## config.mk

```make
export PLATFORM = sky130hd
export DESIGN_NAME = ssr_engine
export DESIGN_NICKNAME = d
export VERILOG_FILES = /design/src/rtl/ssr_pkg.sv /design/src/rtl/ssr_mem.sv /design/src/rtl/ssr_ctrl.sv /design/src/rtl/ssr_host.sv /design/src/rtl/ssr_engine.sv
export SDC_FILE = /design/constraint.sdc
export NUM_CORES = 2
export LEC_CHECK = 0
export ABC_CLOCK_PERIOD_IN_PS = 4850
export CAP_MARGIN = 10
export CORE_MARGIN = 4
export CORE_UTILIZATION = 55
export CTS_BUF_LIST = sky130_fd_sc_hd__clkbuf_2
export DETAILED_ROUTE_END_ITERATION = 8
export DONT_BUFFER_PORTS = 1
export MAX_ROUTING_LAYER = met4
export PLACE_DENSITY = 0.7
export SYNTH_ARGS = -nofsm -noshare
export SYNTH_HDL_FRONTEND = slang
export SYNTH_SLANG_ARGS = --single-unit
export TNS_END_PERCENT = 100
```

## constraint.sdc

```tcl
create_clock -name clk -period 4.85 [get_ports clk]
set_clock_uncertainty 0.1 [all_clocks]
set_input_delay 1.455 -clock clk [delete_from_list [all_inputs] [get_ports clk]]
set_output_delay 1.455 -clock clk [all_outputs]
set_load 0.1 [all_outputs]
```

## src/rtl/ssr_pkg.sv

```systemverilog
package ssr_pkg;
  typedef enum logic [2:0] {
    PH_IDLE  = 3'd0,
    PH_ERASE = 3'd1,
    PH_PROG  = 3'd2,
    PH_CLEAR = 3'd3,
    PH_LOAD  = 3'd4
  } phase_e;
endpackage

```

## src/rtl/ssr_mem.sv

```systemverilog
// Byte array model with a whole-array fill and one write / one read port.
module ssr_mem #(
  parameter int AW = 6,
  parameter int DW = 8
) (
  input  logic          clk,
  input  logic          fill_en,
  input  logic [DW-1:0] fill_val,
  input  logic          we,
  input  logic [AW-1:0] waddr,
  input  logic [DW-1:0] wdata,
  input  logic [AW-1:0] raddr,
  output logic [DW-1:0] rdata
);
  localparam int DEPTH = 1 << AW;

  logic [DW-1:0] mem_q [DEPTH];

  always_ff @(posedge clk) begin
    if (fill_en) begin
      for (int i = 0; i < DEPTH; i++) mem_q[i] <= fill_val;
    end else if (we) begin
      mem_q[waddr] <= wdata;
    end
  end

  assign rdata = mem_q[raddr];
endmodule

```

## src/rtl/ssr_ctrl.sv

```systemverilog
// Phase sequencer: erase->program for store, clear->load for recall.
module ssr_ctrl
  import ssr_pkg::*;
#(
  parameter int AW      = 6,
  parameter int T_ERASE = 5,
  parameter int T_PROG  = 70,
  parameter int T_CLEAR = 3,
  parameter int T_LOAD  = 66
) (
  input  logic          clk,
  input  logic          rst_n,
  input  logic          pwr_ok,
  input  logic          store_req,
  input  logic          recall_req,
  output phase_e        phase,
  output logic [AW-1:0] xfer_addr,
  output logic          xfer_act,
  output logic          first_cyc,
  output logic          last_cyc,
  output logic          pwr_op,
  output logic          pend
);
  localparam int DEPTH     = 1 << AW;
  localparam int ERASE_LEN = (T_ERASE < 1) ? 1 : T_ERASE;
  localparam int PROG_LEN  = (T_PROG < DEPTH) ? DEPTH : T_PROG;
  localparam int CLEAR_LEN = (T_CLEAR < 1) ? 1 : T_CLEAR;
  localparam int LOAD_LEN  = (T_LOAD < DEPTH) ? DEPTH : T_LOAD;
  localparam int MAX_SE    = (ERASE_LEN > PROG_LEN) ? ERASE_LEN : PROG_LEN;
  localparam int MAX_RC    = (CLEAR_LEN > LOAD_LEN) ? CLEAR_LEN : LOAD_LEN;
  localparam int MAX_LEN   = (MAX_SE > MAX_RC) ? MAX_SE : MAX_RC;
  localparam int CW        = $clog2(MAX_LEN + 1);

  localparam logic [CW-1:0] ERASE_LAST = CW'(ERASE_LEN - 1);
  localparam logic [CW-1:0] PROG_LAST  = CW'(PROG_LEN - 1);
  localparam logic [CW-1:0] CLEAR_LAST = CW'(CLEAR_LEN - 1);
  localparam logic [CW-1:0] LOAD_LAST  = CW'(LOAD_LEN - 1);
  localparam logic [CW-1:0] DEPTH_C    = CW'(DEPTH);

  phase_e          phase_q, phase_d;
  logic [CW-1:0]   cnt_q, cnt_d, cur_last;
  logic            pend_q, pend_d;
  logic            pwr_op_q, pwr_op_d;
  logic            cnt_en;

  always_comb begin
    case (phase_q)
      PH_ERASE: cur_last = ERASE_LAST;
      PH_PROG:  cur_last = PROG_LAST;
      PH_CLEAR: cur_last = CLEAR_LAST;
      PH_LOAD:  cur_last = LOAD_LAST;
      default:  cur_last = '0;
    endcase
  end

  assign last_cyc = (phase_q != PH_IDLE) && (cnt_q == cur_last);
  assign cnt_en   = (phase_q != PH_IDLE);

  // Next state. Power-up recall beats store, and store beats recall.
  always_comb begin
    phase_d  = phase_q;
    pwr_op_d = pwr_op_q;
    pend_d   = pend_q | ~pwr_ok;
    cnt_d    = last_cyc ? '0 : cnt_q + 1'b1;
    case (phase_q)
      PH_IDLE: begin
        if (pwr_ok) begin
          if (pend_q) begin
            phase_d  = PH_CLEAR;
            pwr_op_d = 1'b1;
            pend_d   = 1'b0;
          end else if (store_req) begin
            phase_d  = PH_ERASE;
            pwr_op_d = 1'b0;
          end else if (recall_req) begin
            phase_d  = PH_CLEAR;
            pwr_op_d = 1'b0;
          end
        end
      end
      PH_ERASE: if (last_cyc) phase_d = PH_PROG;
      PH_PROG:  if (last_cyc) phase_d = PH_IDLE;
      PH_CLEAR: if (last_cyc) phase_d = PH_LOAD;
      PH_LOAD:  if (last_cyc) phase_d = PH_IDLE;
      default:  phase_d = PH_IDLE;
    endcase
  end

  always_ff @(posedge clk or negedge rst_n) begin
    if (!rst_n) begin
      phase_q  <= PH_IDLE;
      cnt_q    <= '0;
      pend_q   <= 1'b0;
      pwr_op_q <= 1'b0;
    end else begin
      phase_q  <= phase_d;
      pend_q   <= pend_d;
      pwr_op_q <= pwr_op_d;
      if (cnt_en) cnt_q <= cnt_d;
    end
  end

  // one address per cycle, ascending, during the first DEPTH cycles.
  assign xfer_act  = ((phase_q == PH_PROG) || (phase_q == PH_LOAD)) && (cnt_q < DEPTH_C);
  assign xfer_addr = xfer_act ? cnt_q[AW-1:0] : '0;
  assign first_cyc = (cnt_q == '0);
  assign phase     = phase_q;
  assign pwr_op    = pwr_op_q;
  assign pend      = pend_q;
endmodule

```

## src/rtl/ssr_host.sv

```systemverilog
// Host port: gated writes, registered reads, corruption flag.
module ssr_host #(
  parameter int DW = 8
) (
  input  logic          clk,
  input  logic          rst_n,
  input  logic          host_ok,
  input  logic          host_en,
  input  logic          host_we,
  input  logic          busy,
  input  logic          pwr_last_load,
  input  logic [DW-1:0] arr_rdata,
  output logic          arr_host_we,
  output logic [DW-1:0] host_rdata,
  output logic          corrupt
);
  logic [DW-1:0] rd_q, rd_d;
  logic          rd_en;
  logic          cor_q, cor_d;

  assign arr_host_we = host_ok & host_en & host_we;
  assign rd_en       = host_ok & host_en & ~host_we;

  always_comb begin
    rd_d  = arr_rdata;
    cor_d = cor_q | (pwr_last_load & host_en & host_we);
  end

  always_ff @(posedge clk or negedge rst_n) begin
    if (!rst_n) begin
      rd_q  <= '0;
      cor_q <= 1'b0;
    end else begin
      if (rd_en) rd_q <= rd_d;
      cor_q <= cor_d;
    end
  end

  assign host_rdata = busy ? '0 : rd_q;
  assign corrupt    = cor_q;
endmodule

```

## src/rtl/ssr_engine.sv

```systemverilog
module ssr_engine
  import ssr_pkg::*;
#(
  parameter int AW      = 6,
  parameter int DW      = 8,
  parameter int T_ERASE = 5,
  parameter int T_PROG  = 70,
  parameter int T_CLEAR = 3,
  parameter int T_LOAD  = 66
) (
  input  logic          clk,
  input  logic          rst_n,
  input  logic          pwr_ok,
  input  logic          store_req,
  input  logic          recall_req,
  input  logic          host_en,
  input  logic          host_we,
  input  logic [AW-1:0] host_addr,
  input  logic [DW-1:0] host_wdata,
  output logic [DW-1:0] host_rdata,
  output logic          busy,
  output logic [2:0]    phase,
  output logic          xfer_act,
  output logic [AW-1:0] xfer_addr,
  output logic          corrupt
);
  phase_e        ph;
  logic          first_cyc, last_cyc, pwr_op, pend;
  logic          host_ok, host_wr;
  logic          work_we, work_fill, shd_we, shd_fill;
  logic [AW-1:0] work_addr;
  logic [DW-1:0] work_wdata, work_rdata, shd_rdata;

  ssr_ctrl #(
    .AW(AW), .T_ERASE(T_ERASE), .T_PROG(T_PROG), .T_CLEAR(T_CLEAR), .T_LOAD(T_LOAD)
  ) u_ctrl (
    .clk(clk), .rst_n(rst_n), .pwr_ok(pwr_ok),
    .store_req(store_req), .recall_req(recall_req),
    .phase(ph), .xfer_addr(xfer_addr), .xfer_act(xfer_act),
    .first_cyc(first_cyc), .last_cyc(last_cyc), .pwr_op(pwr_op), .pend(pend)
  );

  assign busy    = (ph != PH_IDLE);
  assign host_ok = ~busy & pwr_ok;

  ssr_host #(.DW(DW)) u_host (
    .clk(clk), .rst_n(rst_n), .host_ok(host_ok),
    .host_en(host_en), .host_we(host_we), .busy(busy),
    .pwr_last_load(last_cyc & pwr_op & (ph == PH_LOAD)),
    .arr_rdata(work_rdata), .arr_host_we(host_wr),
    .host_rdata(host_rdata), .corrupt(corrupt)
  );

  // Working array: host port when idle, clear/load when busy.
  assign work_fill  = (ph == PH_CLEAR) & first_cyc;
  assign work_we    = host_wr | (xfer_act & (ph == PH_LOAD));
  assign work_addr  = busy ? xfer_addr : host_addr;
  assign work_wdata = busy ? shd_rdata : host_wdata;

  // Shadow array: erased then programmed; untouched by recall.
  assign shd_fill = (ph == PH_ERASE) & first_cyc;
  assign shd_we   = xfer_act & (ph == PH_PROG);

  ssr_mem #(.AW(AW), .DW(DW)) u_work (
    .clk(clk), .fill_en(work_fill), .fill_val('0),
    .we(work_we), .waddr(work_addr), .wdata(work_wdata),
    .raddr(work_addr), .rdata(work_rdata)
  );

  ssr_mem #(.AW(AW), .DW(DW)) u_shd (
    .clk(clk), .fill_en(shd_fill), .fill_val('1),
    .we(shd_we), .waddr(xfer_addr), .wdata(work_rdata),
    .raddr(xfer_addr), .rdata(shd_rdata)
  );

  assign phase = ph;
endmodule

```

==> flow_metrics.py <==
metrics = {
    "synth": {
        "async_flop_share_pct": 2.01,
        "synth-edff-count": 1024,
        "synth.distinct_cells": 89,
        "syn_nets": 4175,
        "seq_area_frac_synth_pct": 65.7,
        "synthFlopType": "edfxtp_1",
        "yosys_warnings": 0,
        "syn_inst": 4152,
        "yosys_register_bits": 1045,
        "synth_top_area_share_pct": 64.6,
        "netlist_top_cells_area": "edfxtp_1, nand2_1, nor3_1",
        "synth.avg_cell_area_sq_um": 11.5,
        "yosys.area.top_type": "edfxtp_1",
        "synth_area_sq_mm": 0.0476,
    },
    "clocking": {
        "cts_tree": "done",
        "htree_levels": 5,
        "clock-root-buffer": "clkbuf_2",
        "clkTransAtPathRegs_ns": 0.13,
        "clock_path_buffers": 4,
        "cts_sinks": 1045,
        "cts_buffers": 286,
        "clk_latency_ns": 1.54,
    },
    "final_layout": {
        "fillers": 6714,
        "fin_area_sq_mm": 0.0535,
        "fin_nets": 4460,
        "utilization_pct": 62.6,
        "drive_gt1_share_pct": 19.4,
        "area_growth_pct": 12.5,
    },
    "worst_setup_path": {
        "cp-end-kind": "output port",
        "r2r_cells": 11,
        "worstSetupStartpoint": "u_ctrl.phase[0]",
        "rr_endpoint": "u_work.mem_q[26][4]",
        "r2r-start": "u_ctrl.phase[0]",
        "path_common_cell": "buf_12",
        "cp_slowest_stage_delay_ns": 0.53,
        "rrSetupSlack_ns": 0.26,
        "cp_slowest_cell": "dfrtp_2",
        "startpoint_type": "register",
        "path_cells": "buf_12 > nor3_4 > buf_4 > and2_4 > buf_12",
        "criticalPathCategory": "register to output port",
        "cp_max_fo": 20,
        "required_ns": 3.29,
        "critPathArrivalTime_ns": 3.20,
        "crit_end": "host_rdata[7]",
    },
    "power_and_ir_drop": {
        "pwr-share-seq_pct": 30.4,
        "sw_frac_of_total_pct": 48.9,
        "ir_drop_mv": 0.860,
        "powerDensity_mw_per_mm2": 645,
        "finalPower_uw": 34500,
        "pwr-share-comb_pct": 52.0,
        "power.switching_uw": 16900,
        "power_leakage_uw": 0.0177,
        "clkPwrFrac_pct": 17.6,
        "internal-power_uw": 17700,
    },
    "floorplanning": {
        "start_util_pct": 55.6,
        "die_h_microns": 302,
        "num_io_pins": 41,
        "rows": 107,
        "die_w_microns": 302,
        "die-area_sq_mm": 0.0913,
        "core_area_sq_mm": 0.0855,
    },
    "timing": {
        "finalSetupViolCount": 0,
        "min_period_over_period_pct": 98.0,
        "hold_viol_final": 0,
        "rsz0062_at_grt": "true",
        "relSlewSlack_pct": 22.8,
        "fin_crit_ns": 4.75,
        "tightestPinTransition_ns": 1.16,
        "max_freq_ghz": 0.210,
        "drv_slew": 0,
    },
    "drt": {
        "routed_wl_microns": 161000,
        "postRouteAntennaNets": 0,
        "drt-initial-drc-count": 6030,
        "first_pass_iters": 9,
        "vias": 38200,
        "wl_per_cell_microns": 27.9,
        "vias_per_cell": 6.63,
        "drc": 0,
    },
    "placement": {
        "place_hpwl_microns": 104000,
        "gp_congestion": 0.977,
        "postPlaceCellArea_sq_mm": 0.0507,
        "io_buffers": 0,
    },
    "grt": {
        "grt_pass1_vias": 36200,
        "grt_first_pass_wirelength_microns": 235000,
        "grt_antenna_before_repair": 12,
        "grt_max_degree": 65,
        "grt_usage_pct": 36.1,
        "grt_remaining_overflow": 0,
    },
    "worst_hold_path": {
        "holdPathStages": 2,
        "min_path_type": "input pin to register",
    },
    "run": {
        "cap_viol_max_count": 0,
    },
    "status": {
        "status": "finished, final reports clean",
    },
}
metrics by stage:
stage | hold WS (ns) | cells | TNS [ns] | worst slack, ns
final | 0.155 | 5765 | 0 | 0.0978
after global routing | 0.110 | 5763 | -0.00807 | -0.00730
after CTS | 0.0244 | 5744 | -0.0274 | -0.0274
after detailed placement | 0.394 | 5269 | 0 | 0.161
after global placement | 0.398 | 5269 | 0 | 0.218
after floorplan | 0.364 | 4152 | 0 | 0.377
kinds of logic after synthesis:
family,synth area share (%)
fa+ha+maj,0.0526
xor+xnor,0.163
mux,3.27
buf+inv,3.68
compound gates,10.4
flops,65.7
simple gates,16.7
state kept, by name, indices dropped and copies added (netlist names):
| name | cells |
|---|---|
| u_ctrl.pwr_op | 1 |
| u_ctrl.phase | 3 |
| u_ctrl.pend | 1 |
| u_ctrl.cnt_q | 7 |
| u_host.corrupt | 1 |
| u_work.mem_q | 512 |
| u_host.rd_q | 8 |
| u_shd.mem_q | 512 |
repair_timing:
action | CTS | global route
hold buffers | 5 | 0
endpoints found under the hold margin | 24 | 0
setup endpoints to repair | 16 | 8
resized for setup | 67 | 2
pin swaps | 4 | 1
cloned | 1 | 0
buffers inserted | 13 | 1
worst min-delay path by stage:
stage | startpoint | endpoint | slack (ns)
after global routing | pwr_ok | u_ctrl.pwr_op | 0.11
after CTS | pwr_ok | u_ctrl.pwr_op | 0.02
after floorplan | u_ctrl.pwr_op | u_ctrl.pwr_op | 0.36
after detailed placement | u_ctrl.pwr_op | u_ctrl.pwr_op | 0.39
final | host_we | u_host.rd_q[0] | 0.16
after global placement | u_ctrl.pwr_op | u_ctrl.pwr_op | 0.40
synthesized netlist by cell type, drive strengths merged, types with 4 or more instances:
| cell | count |
|---|---|
| or3 | 11 |
| a32oi | 5 |
| a22o | 14 |
| o211ai | 14 |
| xnor2 | 5 |
| o21ai | 135 |
| nor3 | 347 |
| and2 | 12 |
| nor2 | 350 |
| nor3b | 11 |
| o2111ai | 8 |
| inv | 37 |
| a211o | 4 |
| a31o | 5 |
| a22oi | 96 |
| o311a | 4 |
| a21oi | 170 |
| a31oi | 33 |
| a222oi | 13 |
| edfxtp | 1024 |
| nor4b | 6 |
| nand3 | 87 |
| nor2b | 8 |
| mux2 | 12 |
| a211oi | 10 |
| o22ai | 36 |
| nand4 | 18 |
| a21boi | 5 |
| o21a | 9 |
| buf | 198 |
| o221ai | 20 |
| mux2i | 142 |
| a221oi | 96 |
| nand2 | 912 |
| a21o | 7 |
| o311ai | 4 |
| and3 | 10 |
| dfrtp | 21 |
| clkbuf | 151 |
| nor4 | 19 |
| nand2b | 27 |
| a221o | 10 |
| o31ai | 5 |
metal layers:
metal	wire (microns)	GRT usage (%)	part of all wire [%]	vias up
met1	57800	48.3	36	18400
met4	7740	16.2	4.8	0
met3	24600	10.8	15	518
met5	0	-	0	-
met2	70900	51.2	44	3208
li1	-	-	-	16100
layout make-up:
| class | count | area (sq um) | area share (%) |
|---|---|---|---|
| clock buffer | 401 | 2010 | 3.75 |
| sequential | 1045 | 31300 | 58.4 |
| multi-input combinational | 2720 | 14900 | 27.9 |
| tap | 1144 | 1430 | 2.67 |
| clock inverter | 56 | 353 | 0.659 |
| timing repair buffer | 345 | 3320 | 6.20 |
| antenna | 15 | 37.5 | 0.0701 |
| inverter | 39 | 171 | 0.320 |
layout by cell type (no fill, tap or decap), types with 10 or more instances in the layout:
cell type and instances:
a31oi_1 33, o221ai_1 20, nor3_1 331, a221o_1 10, diode_2 15, buf_12 53
dfrtp_1 16, nand2b_1 27, nand4_1 18, a222oi_1 13, clkinv_2 10, nand2_1 885
inv_1 33, a221oi_1 95, a21oi_1 167, buf_4 270, o21ai_0 134, mux2i_1 142
or3_1 10, a22oi_1 94, nor3_2 11, mux2_2 12, nand3_1 84, nor2_1 337
o211ai_1 14, clkbuf_2 401, nor4_1 13, a22o_1 12, clkinv_1 35, nand2_2 26
edfxtp_1 1024, o22ai_1 36
worst max-delay path, delay by kind of cell, from the launching register on:
| kind | cells | cell delay (ns) |
|---|---|---|
| and+or+nand+nor | 2 | 0.53 |
| buffers and inverters | 3 | 0.59 |
| DFF | 1 | 0.53 |
power groups by stage:
stage                     Sequential (uW)  Combinational (uW)  Clock, uW
after floorplan                     10600                9330          0
after global placement              10700               16900          0
after detailed placement            10700               17000          0
after CTS                           10500               17300       6110
after global routing                10500               18300       6620
final                               10500               17900       6090
(Power assumes the default switching activity.)
